**src/rtl/seg_dac_pkg.sv**
```systemverilog
package seg_dac_pkg;
  localparam int unsigned DEF_DATA_W   = 14;
  localparam int unsigned DEF_COARSE_W = 5;
  localparam int unsigned DEF_FINE_W   = 4;
endpackage

```
**src/rtl/seg_in_latch.sv**
```systemverilog
module seg_in_latch #(
  parameter int unsigned W = 14
) (
  input  logic         clk_i,
  input  logic         rst_ni,
  input  logic [W-1:0] d_i,
  output logic [W-1:0] q_o
);
  always_ff @(posedge clk_i or negedge rst_ni) begin
    if (!rst_ni) q_o <= '0;
    else         q_o <= d_i;
  end
endmodule

```
**src/rtl/seg_therm_dec.sv**
```systemverilog
module seg_therm_dec #(
  parameter int unsigned IN_W = 5,
  localparam int unsigned OUT_W = (1 << IN_W) - 1
) (
  input  logic [IN_W-1:0]  bin_i,
  output logic [OUT_W-1:0] therm_o
);
  for (genvar g = 0; g < OUT_W; g++) begin : g_cell
    assign therm_o[g] = (int'(bin_i) > g);
  end
endmodule

```
**src/rtl/seg_drive_reg.sv**
```systemverilog
// True/complement pair registered in one stage; complement from its own flops.
module seg_drive_reg #(
  parameter int unsigned W = 31
) (
  input  logic         clk_i,
  input  logic         rst_ni,
  input  logic         hold_i,
  input  logic [W-1:0] ctl_i,
  output logic [W-1:0] p_o,
  output logic [W-1:0] n_o
);
  always_ff @(posedge clk_i or negedge rst_ni) begin
    if (!rst_ni) begin
      p_o <= '0;
      n_o <= '1;
    end else if (!hold_i) begin
      p_o <= ctl_i;
      n_o <= ~ctl_i;
    end
  end
endmodule

```
**src/rtl/seg_dac_decoder.sv**
```systemverilog
module seg_dac_decoder
  import seg_dac_pkg::*;
#(
  parameter int unsigned DATA_W   = DEF_DATA_W,
  parameter int unsigned COARSE_W = DEF_COARSE_W,
  parameter int unsigned FINE_W   = DEF_FINE_W,
  localparam int unsigned LSB_W    = DATA_W - COARSE_W - FINE_W,
  localparam int unsigned COARSE_N = (1 << COARSE_W) - 1,
  localparam int unsigned FINE_N   = (1 << FINE_W) - 1
) (
  input  logic                clk_i,
  input  logic                rst_ni,
  input  logic                sleep_i,
  input  logic [DATA_W-1:0]   data_i,
  output logic [COARSE_N-1:0] coarse_p_o,
  output logic [COARSE_N-1:0] coarse_n_o,
  output logic [FINE_N-1:0]   fine_p_o,
  output logic [FINE_N-1:0]   fine_n_o,
  output logic [LSB_W-1:0]    lsb_p_o,
  output logic [LSB_W-1:0]    lsb_n_o
);
  localparam int COARSE_WT = 1 << (FINE_W + LSB_W);
  localparam int FINE_WT   = 1 << LSB_W;

  logic [DATA_W-1:0]   lat_q;
  logic [COARSE_N-1:0] coarse_t;
  logic [FINE_N-1:0]   fine_t;

  seg_in_latch #(.W(DATA_W)) i_latch (
    .clk_i(clk_i), .rst_ni(rst_ni), .d_i(data_i), .q_o(lat_q)
  );

  seg_therm_dec #(.IN_W(COARSE_W)) i_coarse_dec (
    .bin_i(lat_q[DATA_W-1 -: COARSE_W]), .therm_o(coarse_t)
  );

  seg_therm_dec #(.IN_W(FINE_W)) i_fine_dec (
    .bin_i(lat_q[LSB_W +: FINE_W]), .therm_o(fine_t)
  );

  seg_drive_reg #(.W(COARSE_N)) i_coarse_drv (
    .clk_i(clk_i), .rst_ni(rst_ni), .hold_i(sleep_i),
    .ctl_i(coarse_t), .p_o(coarse_p_o), .n_o(coarse_n_o)
  );

  seg_drive_reg #(.W(FINE_N)) i_fine_drv (
    .clk_i(clk_i), .rst_ni(rst_ni), .hold_i(sleep_i),
    .ctl_i(fine_t), .p_o(fine_p_o), .n_o(fine_n_o)
  );

  seg_drive_reg #(.W(LSB_W)) i_lsb_drv (
    .clk_i(clk_i), .rst_ni(rst_ni), .hold_i(sleep_i),
    .ctl_i(lat_q[LSB_W-1:0]), .p_o(lsb_p_o), .n_o(lsb_n_o)
  );

  // edges since reset, saturating; gates the latency check
  logic [1:0] warm_q;
  always_ff @(posedge clk_i or negedge rst_ni) begin
    if (!rst_ni)           warm_q <= '0;
    else if (warm_q != 2'd3) warm_q <= warm_q + 2'd1;
  end


  compl_match_chk: assert property (@(posedge clk_i) disable iff (!rst_ni)
    (coarse_n_o == ~coarse_p_o) && (fine_n_o == ~fine_p_o) && (lsb_n_o == ~lsb_p_o));


  coarse_therm_chk: assert property (@(posedge clk_i) disable iff (!rst_ni)
    (coarse_p_o & (coarse_p_o >> 1)) == (coarse_p_o >> 1));


  fine_therm_chk: assert property (@(posedge clk_i) disable iff (!rst_ni)
    (fine_p_o & (fine_p_o >> 1)) == (fine_p_o >> 1));


  sleep_hold_chk: assert property (@(posedge clk_i) disable iff (!rst_ni)
    sleep_i |=> $stable(coarse_p_o) && $stable(fine_p_o) && $stable(lsb_p_o));


  weight_sum_chk: assert property (@(posedge clk_i) disable iff (!rst_ni)
    (warm_q >= 2'd2 && !$past(sleep_i)) |->
      ($countones(coarse_p_o) * COARSE_WT + $countones(fine_p_o) * FINE_WT
       + int'(lsb_p_o)) == int'($past(data_i, 2)));
endmodule

```
**config.mk**
```make
export PLATFORM = sky130hd
export DESIGN_NAME = seg_dac_decoder
export DESIGN_NICKNAME = d
export VERILOG_FILES = /design/src/rtl/seg_dac_pkg.sv /design/src/rtl/seg_in_latch.sv /design/src/rtl/seg_therm_dec.sv /design/src/rtl/seg_drive_reg.sv /design/src/rtl/seg_dac_decoder.sv
export SDC_FILE = /design/constraint.sdc
export NUM_CORES = 1
export LEC_CHECK = 0
export ABC_AREA = 0
export ABC_CLOCK_PERIOD_IN_PS = 1400
export BUFFER_PORTS_ARGS = -buffer_cell sky130_fd_sc_hd__buf_2
export CAP_MARGIN = 20
export CORE_ASPECT_RATIO = 0.6
export CORE_MARGIN = 2
export CORE_UTILIZATION = 52
export DETAILED_ROUTE_END_ITERATION = 8
export PLACE_DENSITY_LB_ADDON = 0.1
export SYNTH_ARGS = -nofsm -noshare
export SYNTH_HDL_FRONTEND = slang
export SYNTH_SLANG_ARGS = --single-unit
export TNS_END_PERCENT = 30
```
**constraint.sdc**
```tcl
create_clock -name clk_i -period 1.4 [get_ports clk_i]
set_input_delay 0.21 -clock clk_i [delete_from_list [all_inputs] [get_ports clk_i]]
set_output_delay 0.21 -clock clk_i [all_outputs]
set_load 0.005 [all_outputs]
```
==> results.cfg <==
[status]
status = finished clean

[placed_design]
dp_hpwl_mm = 6.78
gp_congestion = 0.767
post-place-ws_ns = 0.137
io_buffer_count = 118

[floorplan]
initial_core_util_pct = 54.5
coreArea_mm2 = 0.00801
num_rows = 25
die_h_um = 75.0
dieArea_mm2 = 0.00916
ios = 119
die_w_um = 122

[logic_synthesis]
syn-num-nets = 339
syn_area_mm2 = 0.00436
synth-main-ff-cell = dfrtp_1
yosysWarnings = 0
synth_common_cells = dfrtp_1 (65), dfstp_2 (51), nand2_1 (31)
synth-edff-count = 0
yosysMostFrequentCell = dfrtp_1
synth_cell_type_count = 43
synth_top_area_share_pct = 37.3
synth_area_leaders = dfrtp_1 (37%), dfstp_2 (31%), a22o_1 (3.2%), a2bb2oi_1 (3.2%), nand2_1 (2.7%)
syn_avg_cell_area_um2 = 13.5
netlist_instances = 322
synth-seq-cells = 116
seq_area_frac_synth_pct = 68.0
synthArstFlopShare_pct = 100
yosys.area.top_type = dfrtp_1

[routing]
wl_per_cell_um = 17.1
drc_errors = 0
vias = 3128
finalWirelength_mm = 10.0
ant_nets = 0
avgViaCountPerCell = 5.31
first_pass_iters = 5
drt_iter0_markers = 198

[timing]
rsz0062_at_grt = no
worstMarginPinSlew_ns = 0.450
slew_headroom_pct = 69.8
setup_viol = 0
setup_tns_ns = 0
slew_viol_final = 0
post-route-period-util_pct = 91.3
max_freq_mhz = 782
fin_crit_ns = 1.28
setup_ws_ns = 0.121
fin_skew_ns = 0.0131
hold_viol = 0

[clocking]
cts_htree_levels = 4
cts_tree = done
clkSlewWorstSetupHoldPaths_ns = 0.05
cts_buffer_depth = 2
clock_latency_ns = 0.41
cts_resized = 0
cts_sinks = 116
cts_root_buffer = clkbuf_16
cts_buffers = 17

[setup_path]
max_stage_delay_ns = 0.53
crit_slowest_cell = dfrtp_1
worstSetupEndpointType = register
crit_chain = nor4_4 -> a22o_1
cp.arrival_ns = 1.62
start_kind = register
cp_max_fo = 7
critPathRequiredTime_ns = 1.74
startpoint = i_latch.q_o[13]
crit_type = reg2reg
reg2reg_from = i_latch.q_o[13]

[worst_hold_path]
min_from = sleep_i
hold_path_class = in2reg

[cells_and_area]
antenna_cells = 0
layout.nets = 485
area_growth_pct = 34.8
utilization_pct = 73.4
layout-drive-gt1-share_pct = 49.3

[global_routing]
antenna_found_initial = 0
grt.overflow.total = 0
grt_pass1_wl_mm = 16.0
grt_max_degree = 38
track_usage_pct = 23.7
grt_pass1_vias = 3030

[power]
seqPwrFrac_pct = 43.2
clockPowerShare_pct = 47.2
peakVddDrop_uv = 1240
p_sw_share_pct = 22.7
power_density_mw_per_mm2 = 1520
p_int_mw = 6.91
p_switching_mw = 2.02
comb_power_share_pct = 9.5
leakage_nw = 2.80

[job]
maxCapViolations = 0
[power groups by stage]
stage	Combinational, mW	Clock [mW]	Sequential [mW]
after floorplan	0.384	0	3.89
after global placement	0.810	0	3.90
after detailed placement	0.828	0	3.90
after CTS	0.863	4.30	3.86
after global routing	0.953	4.44	3.89
final	0.850	4.22	3.86
[flip-flops by register name (all words and copies together), names as in the netlist]
register and count:
i_lsb_drv.p_o 5, i_coarse_drv.p_o 31, i_fine_drv.n_o 15, i_latch.q_o 14
i_lsb_drv.n_o 5, i_coarse_drv.n_o 31, i_fine_drv.p_o 15
[final timing paths]
| check | endpoint | slack [ns] | cells after the start |
|---|---|---|---|
| max | i_coarse_drv.n_o[0] | 0.12 | 2 |
| max in group asynchronous | i_coarse_drv.n_o[15] | 0.53 | 3 |
| min | i_fine_drv.n_o[14] | 0.12 | 2 |
| max reg2reg | i_coarse_drv.n_o[0] | 0.12 | 2 |
| min in group asynchronous | i_latch.q_o[0] | 0.27 | 2 |
| min reg2reg | i_lsb_drv.n_o[0] | 0.42 | 1 |
[stage by stage]
| step | area, um2 | total power [mW] | hold slack (ns) | instances |
|---|---|---|---|---|
| 6_report | 5880 | 8.93 | 0.118 | 589 |
| 5_1_grt | 5880 | 9.28 | 0.126 | 589 |
| 4_1_cts | 5880 | 9.02 | 0.100 | 589 |
| 3_5_place_dp | 5140 | 4.73 | 0.157 | 542 |
| 3_3_place_gp | 5140 | 4.71 | 0.155 | 542 |
| 2_1_floorplan | 4360 | 4.27 | -0.0856 | 322 |
[layer usage]
| layer | global-route usage [%] | share of wire, % |
|---|---|---|
| met1 | 34.9 | 49 |
| met2 | 31.9 | 43 |
| met3 | 9.09 | 7.1 |
| met4 | 8.94 | 0.86 |
| met5 | 0 | 0 |
[cells by family (layout without fill, tap and decap cells)]
logic type | Yosys count | count (layout) | synth area share (%)
mux | 5 | 5 | 1.29
buf+inv | 39 | 198 | 5.02
simple gates | 57 | 57 | 7.57
compound gates | 105 | 105 | 18.1
flops | 116 | 116 | 68.0
[timing repair]
action,CTS,global route
buffers inserted,0,0
setup endpoints to repair,0,0
hold buffers,15,0
endpoints found under the hold margin,29,0
[area by class of cell]
type | instances | area (um2)
inverters | 12 | 45.0
clock inverters | 10 | 105
flip-flops and latches | 116 | 2970
fillers | 570 | 2130
multi-input cells | 167 | 1180
well taps | 108 | 135
repair buffers | 154 | 966
clock buffers | 22 | 484
[worst max-delay path: cells and delay by family, from the launching register on]
family          cells  cell delay [ns]
flops               1             0.53
compound gates      1             0.20
simple gates        1             0.49
[placed cells by master, fill, tap and decap left out, types with 11 or more instances in the layout]
master and n:
a2bb2oi_1 16, a21o_1 11, dfstp_2 51, a22o_1 16, dlygate4sd3_1 15, o22a_1 13, inv_1 12, a21oi_1 12
clkbuf_16 17, buf_2 116, o21ai_0 21, nand2_1 31, dfrtp_1 65, buf_4 18
Note: power is estimated with default switching activity, not from simulation.
